File: src/rtl/dram_ptest_pkg.sv
package dram_ptest_pkg;
  parameter int ADDR_W    = 12;
  parameter int ROW_SEL_W = 2;
  parameter int GRP_COL_W = 1;
  parameter int GRP_COL_LO = 2;
  parameter int LANE_W    = 4;
  parameter int GRP_W     = ROW_SEL_W + GRP_COL_W;
  parameter int IDX_W     = GRP_W + LANE_W;
  parameter int LANES     = 1 << LANE_W;
  parameter int CELLS     = 1 << IDX_W;

  typedef enum logic [1:0] {CYC_IDLE, CYC_ROW, CYC_RFSH} cyc_e;

  // Column bits that pick a cell inside a group; ignored in test mode.
  function automatic logic [LANE_W-1:0] lane_of(input logic [ADDR_W-1:0] col);
    return {col[ADDR_W-1], col[ADDR_W-2], col[1], col[0]};
  endfunction

  function automatic logic [GRP_W-1:0] grp_of(input logic [ADDR_W-1:0] row,
                                               input logic [ADDR_W-1:0] col);
    return {row[ROW_SEL_W-1:0], col[GRP_COL_LO +: GRP_COL_W]};
  endfunction

  function automatic logic [IDX_W-1:0] cell_idx(input logic [ADDR_W-1:0] row,
                                                input logic [ADDR_W-1:0] col);
    return {grp_of(row, col), lane_of(col)};
  endfunction

  function automatic logic all_agree(input logic [LANES-1:0] g);
    return (&g) | ~(|g);
  endfunction
endpackage

File: src/rtl/ptest_strobe_decode.sv
module ptest_strobe_decode
  import dram_ptest_pkg::*;
(
  input  logic              clk,
  input  logic              rst_n,
  input  logic              ras_n,
  input  logic              cas_n,
  input  logic              we_n,
  input  logic [ADDR_W-1:0] addr,
  output logic              cbr_evt,
  output logic              wcbr_evt,
  output logic              rasonly_evt,
  output logic              wr_evt,
  output logic              rd_act,
  output logic [ADDR_W-1:0] row_l,
  output logic [ADDR_W-1:0] col_l
);
  logic ras_q, cas_q, col_seen, early_wr;
  cyc_e cyc;
  logic ras_fall, ras_rise, cas_fall, cas_rise, col_fall;

  assign ras_fall = ras_q & ~ras_n;
  assign ras_rise = ~ras_q & ras_n;
  assign cas_fall = cas_q & ~cas_n;
  assign cas_rise = ~cas_q & cas_n;
  assign col_fall = cas_fall & ~ras_n & (cyc == CYC_ROW) & ~ras_fall;

  assign cbr_evt     = ras_fall & ~cas_n & we_n;
  assign wcbr_evt    = ras_fall & ~cas_n & ~we_n;
  assign rasonly_evt = ras_rise & (cyc == CYC_ROW) & ~col_seen;
  assign wr_evt      = col_fall & ~we_n;

  always_ff @(posedge clk) begin
    if (!rst_n) begin
      ras_q    <= 1'b1;
      cas_q    <= 1'b1;
      cyc      <= CYC_IDLE;
      col_seen <= 1'b0;
      early_wr <= 1'b0;
      rd_act   <= 1'b0;
      row_l    <= '0;
      col_l    <= '0;
    end else begin
      ras_q <= ras_n;
      cas_q <= cas_n;
      if (ras_fall) begin
        rd_act   <= 1'b0;
        early_wr <= 1'b0;
        if (!cas_n) begin
          cyc <= CYC_RFSH;
        end else begin
          cyc      <= CYC_ROW;
          row_l    <= addr;
          col_seen <= 1'b0;
        end
      end else if (ras_rise) begin
        cyc      <= CYC_IDLE;
        rd_act   <= 1'b0;
        early_wr <= 1'b0;
      end else if (col_fall) begin
        col_seen <= 1'b1;
        col_l    <= addr;
        rd_act   <= we_n;
        early_wr <= ~we_n;
      end else if (cas_rise) begin
        rd_act   <= 1'b0;
        early_wr <= 1'b0;
      end
    end
  end

  // an early write cycle never enables the output
  a_r9_no_read_in_write: assert property (@(posedge clk) disable iff (!rst_n)
    early_wr |-> !rd_act);
  // output only enabled inside a normal row cycle with the row strobe low
  a_r9_read_in_row: assert property (@(posedge clk) disable iff (!rst_n)
    rd_act |-> (cyc == CYC_ROW) && !ras_q);
  // refresh kinds are exclusive
  a_r7_one_event: assert property (@(posedge clk) disable iff (!rst_n)
    $countones({cbr_evt, wcbr_evt, rasonly_evt, wr_evt}) <= 1);
endmodule

File: src/rtl/ptest_mode_ctrl.sv
module ptest_mode_ctrl
  import dram_ptest_pkg::*;
(
  input  logic              clk,
  input  logic              rst_n,
  input  logic              cbr_evt,
  input  logic              wcbr_evt,
  input  logic              rasonly_evt,
  input  logic [ADDR_W-1:0] row_l,
  output logic              test_mode,
  output logic              rfsh_stb,
  output logic [ADDR_W-1:0] rfsh_row,
  output logic [ADDR_W-1:0] rfsh_cnt
);
  logic cnt_refresh;
  assign cnt_refresh = cbr_evt | wcbr_evt;

  always_ff @(posedge clk) begin
    if (!rst_n) begin
      test_mode <= 1'b0;
      rfsh_stb  <= 1'b0;
      rfsh_row  <= '0;
      rfsh_cnt  <= '0;
    end else if (cnt_refresh) begin
      rfsh_stb  <= 1'b1;
      rfsh_row  <= rfsh_cnt;
      rfsh_cnt  <= rfsh_cnt + 1'b1;
      test_mode <= wcbr_evt;
    end else if (rasonly_evt) begin
      rfsh_stb  <= 1'b1;
      rfsh_row  <= row_l;
      test_mode <= 1'b0;
    end else begin
      rfsh_stb  <= 1'b0;
    end
  end

  a_r3_wcbr_sets: assert property (@(posedge clk) disable iff (!rst_n)
    wcbr_evt |=> test_mode);
  a_r6_cbr_clears: assert property (@(posedge clk) disable iff (!rst_n)
    cbr_evt |=> !test_mode);
  a_r7_rasonly_clears: assert property (@(posedge clk) disable iff (!rst_n)
    rasonly_evt |=> !test_mode && rfsh_stb);
  a_r6_cnt_step: assert property (@(posedge clk) disable iff (!rst_n)
    cnt_refresh |=> rfsh_cnt == ADDR_W'($past(rfsh_cnt) + 1'b1));
  a_r8_mode_hold: assert property (@(posedge clk) disable iff (!rst_n)
    !(cnt_refresh || rasonly_evt) |=> $stable(test_mode) && !rfsh_stb);
endmodule

File: src/rtl/ptest_cell_array.sv
module ptest_cell_array
  import dram_ptest_pkg::*;
(
  input  logic              clk,
  input  logic              rst_n,
  input  logic              test_mode,
  input  logic              wr_evt,
  input  logic              din,
  input  logic [ADDR_W-1:0] wr_row,
  input  logic [ADDR_W-1:0] wr_col,
  input  logic [ADDR_W-1:0] rd_row,
  input  logic [ADDR_W-1:0] rd_col,
  output logic              rd_bit
);
  logic [CELLS-1:0] mem;
  logic [GRP_W-1:0] wr_grp, rd_grp;
  logic [LANES-1:0] rd_group_bits;

  assign wr_grp        = grp_of(wr_row, wr_col);
  assign rd_grp        = grp_of(rd_row, rd_col);
  assign rd_group_bits = mem[rd_grp*LANES +: LANES];
  assign rd_bit = test_mode ? all_agree(rd_group_bits)
                            : mem[cell_idx(rd_row, rd_col)];

  always_ff @(posedge clk) begin
    if (!rst_n) begin
      mem <= '0;
    end else if (wr_evt) begin
      if (test_mode) mem[wr_grp*LANES +: LANES] <= {LANES{din}};
      else           mem[cell_idx(wr_row, wr_col)] <= din;
    end
  end

  // a test write leaves its whole group equal to din
  a_r4_group_fill: assert property (@(posedge clk) disable iff (!rst_n)
    (wr_evt && test_mode) |=> mem[$past(wr_grp)*LANES +: LANES] == {LANES{$past(din)}});
  // a normal write lands in exactly the addressed cell
  a_r2_cell_write: assert property (@(posedge clk) disable iff (!rst_n)
    (wr_evt && !test_mode) |=> mem[$past(cell_idx(wr_row, wr_col))] == $past(din));
endmodule

File: src/rtl/dram_ptest.sv
module dram_ptest
  import dram_ptest_pkg::*;
(
  input  logic              clk,
  input  logic              rst_n,
  input  logic              ras_n,
  input  logic              cas_n,
  input  logic              we_n,
  input  logic [ADDR_W-1:0] addr,
  input  logic              din,
  output logic              dout,
  output logic              dout_en,
  output logic              test_active,
  output logic              rfsh_stb,
  output logic [ADDR_W-1:0] rfsh_row
);
  logic              cbr_evt, wcbr_evt, rasonly_evt, wr_evt, rd_act, rd_bit;
  logic [ADDR_W-1:0] row_l, col_l, rfsh_cnt;

  ptest_strobe_decode u_dec (
    .clk(clk), .rst_n(rst_n), .ras_n(ras_n), .cas_n(cas_n), .we_n(we_n),
    .addr(addr), .cbr_evt(cbr_evt), .wcbr_evt(wcbr_evt),
    .rasonly_evt(rasonly_evt), .wr_evt(wr_evt), .rd_act(rd_act),
    .row_l(row_l), .col_l(col_l)
  );

  ptest_mode_ctrl u_mode (
    .clk(clk), .rst_n(rst_n), .cbr_evt(cbr_evt), .wcbr_evt(wcbr_evt),
    .rasonly_evt(rasonly_evt), .row_l(row_l), .test_mode(test_active),
    .rfsh_stb(rfsh_stb), .rfsh_row(rfsh_row), .rfsh_cnt(rfsh_cnt)
  );

  ptest_cell_array u_arr (
    .clk(clk), .rst_n(rst_n), .test_mode(test_active), .wr_evt(wr_evt),
    .din(din), .wr_row(row_l), .wr_col(addr), .rd_row(row_l), .rd_col(col_l),
    .rd_bit(rd_bit)
  );

  assign dout_en = rd_act;
  assign dout    = rd_act & rd_bit;

  // state right after reset
  a_r1_reset_state: assert property (@(posedge clk)
    $rose(rst_n) |-> !test_active && !dout_en && !rfsh_stb && rfsh_cnt == '0);
  // output drive ends the clock after the column strobe rises
  a_r9_release: assert property (@(posedge clk) disable iff (!rst_n)
    (dout_en && cas_n) |=> !dout_en);
endmodule

File: config.mk
export PLATFORM = sky130hd
export DESIGN_NAME = dram_ptest
export DESIGN_NICKNAME = d
export VERILOG_FILES = /design/src/rtl/dram_ptest_pkg.sv /design/src/rtl/ptest_strobe_decode.sv /design/src/rtl/ptest_mode_ctrl.sv /design/src/rtl/ptest_cell_array.sv /design/src/rtl/dram_ptest.sv
export SDC_FILE = /design/constraint.sdc
export NUM_CORES = 1
export LEC_CHECK = 0
export BUFFER_PORTS_ARGS = -buffer_cell sky130_fd_sc_hd__buf_4
export CAP_MARGIN = 15
export CELL_PAD_IN_SITES_DETAIL_PLACEMENT = 1
export CELL_PAD_IN_SITES_GLOBAL_PLACEMENT = 1
export CORE_MARGIN = 2
export CORE_UTILIZATION = 53
export DETAILED_ROUTE_END_ITERATION = 8
export PLACE_DENSITY = 0.83
export SYNTH_ARGS = -nofsm -noshare
export SYNTH_HDL_FRONTEND = slang
export SYNTH_SLANG_ARGS = --single-unit
export TNS_END_PERCENT = 50
File: constraint.sdc
create_clock -name clk -period 6.6 [get_ports clk]
set_clock_uncertainty 0.05 [all_clocks]
set_input_delay 1.98 -clock clk [delete_from_list [all_inputs] [get_ports clk]]
set_output_delay 1.98 -clock clk [all_outputs]
set_load 0.01 [all_outputs]
### Yosys cells after proc, flatten, opt, wreduce, memory -nomap -nowiden

Cells that the tools add are included.

* register bits after elaboration: 184
* latch bits: 0
* memory bits (writable): 0
* ROM bits: 0
* bits of input ports: 18
* output and inout port bits: 16
* word-level logic and storage cells: 83
* memories: 0

* add/subtract/negate cells: 2
* multipliers: 0
* divide/modulo/power cells: 0
* order comparisons: 3
* equality and inequality tests: 3
* shifts and indexed selects: 3
* muxes and demuxes: 23
* bitwise gates (word level): 26
* reductions and logical operators: 11

Operator list (count)
* $bwmux W128: 2
* $mux W128: 1
* $shift A16 B34 Y128 const A: 1
* $shiftx A128 B8 Y16: 1
* $shiftx A16 B34 Y128: 1
* $neg A7 Y34: 1
* $mux W12: 2
* $lt A7 B8 Y1 const B: 2
* $reduce_and A16 Y1: 1
* $reduce_or A16 Y1: 1
* $and A1 B1 Y1: 14
* $mux W1: 13
* $add A12 B1 Y12 const B: 1
* $not A1 Y1: 10
* $reduce_bool A2 Y1: 4
* $bmux W1 S7: 1
* $demux W1 S7: 1
* $ge A7 B1 Y1 const B: 1
* $mux W2: 3
* $reduce_and A3 Y1: 2
* $reduce_or A3 Y1: 1
* $eq A2 B1 Y1 const B: 1
* $ne A2 B1 Y1 const B: 1
* $ne A2 B2 Y1 const B: 1
* other kinds (3): 4

### Depth between registers and ports, before layout

* depth in word-level cells: 8
* mapped depth: 12

### Cells and area by module

Synthesis repeated with hierarchy kept, for this count alone.

* cells, all modules: 1343
* area, all modules: 11527.3 um^2

By module, submodules not included
* ptest_cell_array: instances 1, cells each 1078, area an instance 9111.2 um^2, seq. area each 2562.5 um^2
* ptest_strobe_decode: instances 1, cells each 140, area an instance 1262.5 um^2, seq. area each 600.6 um^2
* ptest_mode_ctrl: instances 1, cells each 124, area an instance 1147.4 um^2, seq. area each 520.5 um^2
* dram_ptest: instances 1, cells each 1, area an instance 6.3 um^2, seq. area each 0.0 um^2

### Worst setup path after synthesis

OpenSTA, ideal clock, no wires.

* kind: flip-flop to output port
* start: reg u_dec.col_l[0]
* end: out dout
* data arrival time: 2.072 ns
* required time: 4.570 ns
* path slack: 2.498 ns
* cell stages (with the launch flop): 10
* cell sequence: dfxtp_1 -> buf_4 -> buf_4 -> buf_6 -> nand2_1 -> a211oi_1 -> a2111oi_0 -> a2111oi_0 -> or3_1 -> o41ai_1

* longest elaborated chain between the ends: 4

RTL lines
* from (decl): line ptest_strobe_decode.sv:16 `output logic [ADDR_W-1:0] col_l`
* from (signal assigned): line ptest_strobe_decode.sv:62 `col_l <= addr;`
* $bmux W1 S7: line ptest_cell_array.sv:23 `: mem[cell_idx(rd_row, rd_col)];`
* $mux W1 (not written as such): line ptest_cell_array.sv:23
* $mux W1: line ptest_cell_array.sv:22 `assign rd_bit = test_mode ? all_agree(rd_group_bits)`
* $and A1 B1 Y1: line dram_ptest.sv:40 `assign dout = rd_act & rd_bit;`
* to (decl): line dram_ptest.sv:11 `output logic dout,`

No other way between the ends. The select of a mux whose other input is x is not followed.

### Worst setup path after layout

Ends and elaborated chain as after synthesis.

==> results.yml <==
route:
  drt-initial-drc-count: 1243
  postRouteAntennaNets: 0
  dr_wl_met2_um: 19500
  top_signal_layer_used: "met4"
  remaining_drc_errors: 0
  routed_wl_um: 43100
  wl_per_cell_um: 29.0
  wl_met3_um: 4700
  dr_total_vias: 10900
  met1_length_um: 17100
  dr.pass1.iters: 6
  vias_per_cell: 7.35
synth:
  ys.warnings.count: 0
  synth.ff_latch_count: 177
  ys_top_cells_by_area: "dfxtp_1 32%, mux4_2 12%, o311a_1 6.1%"
  synth_most_common_cell: "dfxtp_1"
  synthArstFlopShare: 0
  netlist.area_leader.share: 0.319
  ys.flop_type: "dfxtp_1"
  mappedNetlistNets: 1281
  synth-seq-area-share: 0.319
  synth_enable_flop_cells: 0
  synthesized_area_mm2: 0.0111
  synth_cell_type_count: 51
  netlist_top_cells_count: "177 x dfxtp_1, 134 x a21oi_1, 118 x nand2_1, 95 x o21ai_0, 91 x nor2_1"
  synth.avg_cell_area_um2: 8.83
  netlist_instances: 1257
  post-synth-top-area-cell: "dfxtp_1"
layout:
  syn_to_final_growth_pct: 7.46
  final_net_count: 1231
  layout_cell_share_with_drive_strength_beyond_1: 0.131
  multi_input_comb_area_mm2: 0.00702
  ff_latch_area_mm2: 0.00355
  fin_area_mm2: 0.0119
  n_fill_cell: 2393
worst_setup_path:
  crit_arrival_ps: 3710
  timing.critical_path.buf_inv: 1
  worst-r2r-cell-count: 6
  regToRegEndpoint: "u_arr.mem[80]$_SDFFE_PN0P_"
  critical-path-max-stage-delay_ps: 1010
  crit_path_cell_trace: "nor2b_1, a2111oi_0, a2111oi_0, or3_1, o41ai_1, buf_4"
  critical_path.endpoint_type: "output pin"
  setup.reg_to_reg.worst_slack_ps: 3170
  crit_family: "compound AO/OA/AOI/OAI gates"
  timing.setup.critical_path_class: "register to output pin"
  critical_path.startpoint_type: "register"
  worst_path_max_delay_cell: "dfxtp_2"
  worstPathMaxFanout: 32
  worst_ep_required_time_ps: 4570
  critical_path.most_common_cell: "a2111oi_0"
  crit-reg2reg-launch: "u_dec.row_l[1]$_SDFFE_PN0P_"
power_and_ir_drop:
  switching_share: 0.271
  internal-power_w: 0.00169
  power_per_cell_area_mw_per_mm2: 194
  seqPwrFrac: 0.472
  static-leakage-power_nw: 4.48
  power.combinational.fraction: 0.087
  peakVddDrop_mv: 0.155
  clock_power_share: 0.441
  power.switching_w: 0.000626
sta:
  finalHoldWorstSlack_ps: 421
  final_min_period_over_clock_period: 0.870
  max-slew-margin-rel: 0.247
  minimum_setup_slack_in_the_final_design_ps: 859
  setup_viol: 0
  finalHoldViolations: 0
  setup_total_negative_slack_ps: 0
  fmax_mhz: 174
  timing_max_transition_violations_final: 0
  final.min_clock_period_ps: 5740
  unrepaired_setup_endpoints_after_global_routing: "false"
  worst_slew_pin_slew_ps: 1130
global_routing:
  first_pass_grt_wire_length_um: 66000
  gr-total-overflow: 0
  grt_antenna_before_repair: 0
  largest_net_degree_at_the_start_of_global_routing: 81
  global_route.usage.total: 0.392
  grt_pass1_vias: 11000
clock_tree:
  root_buffer: "clkbuf_16"
  cts_resized: 0
  clk_transition_reported_paths_ps: 70
  cts_bufs_inserted: 17
  worst_skew_pair.late_latency_ps: 430
  cts_hold_buf: 0
  cts_tree: "done"
  cts_max_path_buffers: 2
  cts-htree-levels: 4
  cts.sinks: 177
  cts_setup_buffers: 0
place:
  port-buffer-count: 33
  place_ws_ps: 1360
  dpl.hpwl_um: 27600
  place_congestion: 1.01
  detailed_place.area_mm2: 0.0113
hold_path:
  worstHoldPathType: "register to register"
  timing.hold.worst_path_depth: 2
  hold_crit_endpoint: "u_dec.row_l[8]$_SDFFE_PN0P_"
  hp-start: "u_dec.row_l[8]$_SDFFE_PN0P_"
outcome:
  run_status: "finished, final reports clean"
floorplan:
  fp.dieArea_mm2: 0.0221
  start_util: 0.545
  core_area_mm2: 0.0204
  fp-row-count: 52
  io-pin-count: 34
  die_width_um: 149
  die_height_um: 149
run:
  cap_violations: 0
-- power by group through the flow --
stage	sequential [W]	clock, W	combinational, W
after detailed placement	0.00112	0	0.000192
after global routing	0.00109	0.00106	0.000214
after floorplan	0.00111	0	0.000127
final	0.00109	0.00102	0.000201
after global placement	0.00112	0	0.000187
after CTS	0.00109	0.00102	0.000194
-- metal layers --
metal	track usage	up-vias
li1	-	4688
met1	0.519	5440
met2	0.608	669
met3	0.103	146
met4	0.169	0
met5	0	-
-- flip-flops by register name (all words and copies together) (netlist names) --
| signal | count |
|---|---|
| u_dec.rd_act | 1 |
| u_dec.row_l | 12 |
| u_mode.rfsh_row | 12 |
| u_mode.rfsh_stb | 1 |
| u_dec.cyc | 2 |
| u_dec.cas_q | 1 |
| u_arr.mem | 128 |
| u_dec.col_seen | 1 |
| u_dec.ras_q | 1 |
| u_dec.col_l | 5 |
| u_mode.test_mode | 1 |
| u_mode.rfsh_cnt | 12 |
-- cells in the final DEF (no fill, tap or decap), types with 8 or more instances in the layout --
cell / count
a21boi_0: 37
nor4_1: 11
nand3_1: 22
xnor2_1: 10
mux2i_1: 39
o21ai_0: 95
o211a_1: 55
nor2_1: 91
o211ai_1: 45
o21bai_1: 68
clkbuf_16: 18
and3_1: 9
and2_1: 18
buf_4: 52
o311a_1: 68
nand2_1: 118
a21oi_1: 134
dfxtp_1: 172
mux4_2: 59
nor2b_1: 8
-- cell type report --
cell class	instances	area share
Sequential cell	177	0.298
Clock inverter	10	0.00850
Tap cell	270	0.0283
Timing Repair Buffer	53	0.0350
Inverter	8	0.00252
Multi-Input combinational cell	950	0.589
Antenna cell	1	0.000210
Clock buffer	19	0.0389
-- tightest hold or removal path, cell delays in order (launching register included) --
cell and delay, ps:
dfxtp_1 310, nand2_1 50, a21boi_0 60
-- kinds of logic (layout without fill, tap and decap cells) --
kind of cell               after synthesis  in the layout  share of synthesized area
DFF                                    177            177                      0.319
AOI/OAI and AO/OA                      523            523                      0.330
other                                    0              1                          0
buffers and inverters                  130             90                     0.0496
xor gates and xnor gates                11             11                    0.00868
muxes                                  100            100                      0.157
and+or+nand+nor                        310            310                      0.129
adders and majority gates                6              6                    0.00676
-- metrics by stage --
step	total power, W	utilization	cells
6_report	0.00231	0.586	1488
5_1_grt	0.00237	0.586	1487
4_1_cts	0.00231	0.584	1486
3_5_place_dp	0.00131	0.556	1457
3_3_place_gp	0.00130	0.556	1457
2_1_floorplan	0.00124	-	1257
-- worst max path at each step --
stage,to,cells after the start,start
floorplan,dout,9,u_dec.col_l[0]$_SDFFE_PN0P_
global placement,dout,6,u_dec.col_l[0]$_SDFFE_PN0P_
detailed placement,dout,6,u_dec.col_l[0]$_SDFFE_PN0P_
CTS,dout,6,u_dec.col_l[0]$_SDFFE_PN0P_
global route,dout,6,u_dec.col_l[0]$_SDFFE_PN0P_
finish,dout,6,u_dec.col_l[0]$_SDFFE_PN0P_
Power figures use the tool's default switching activity.
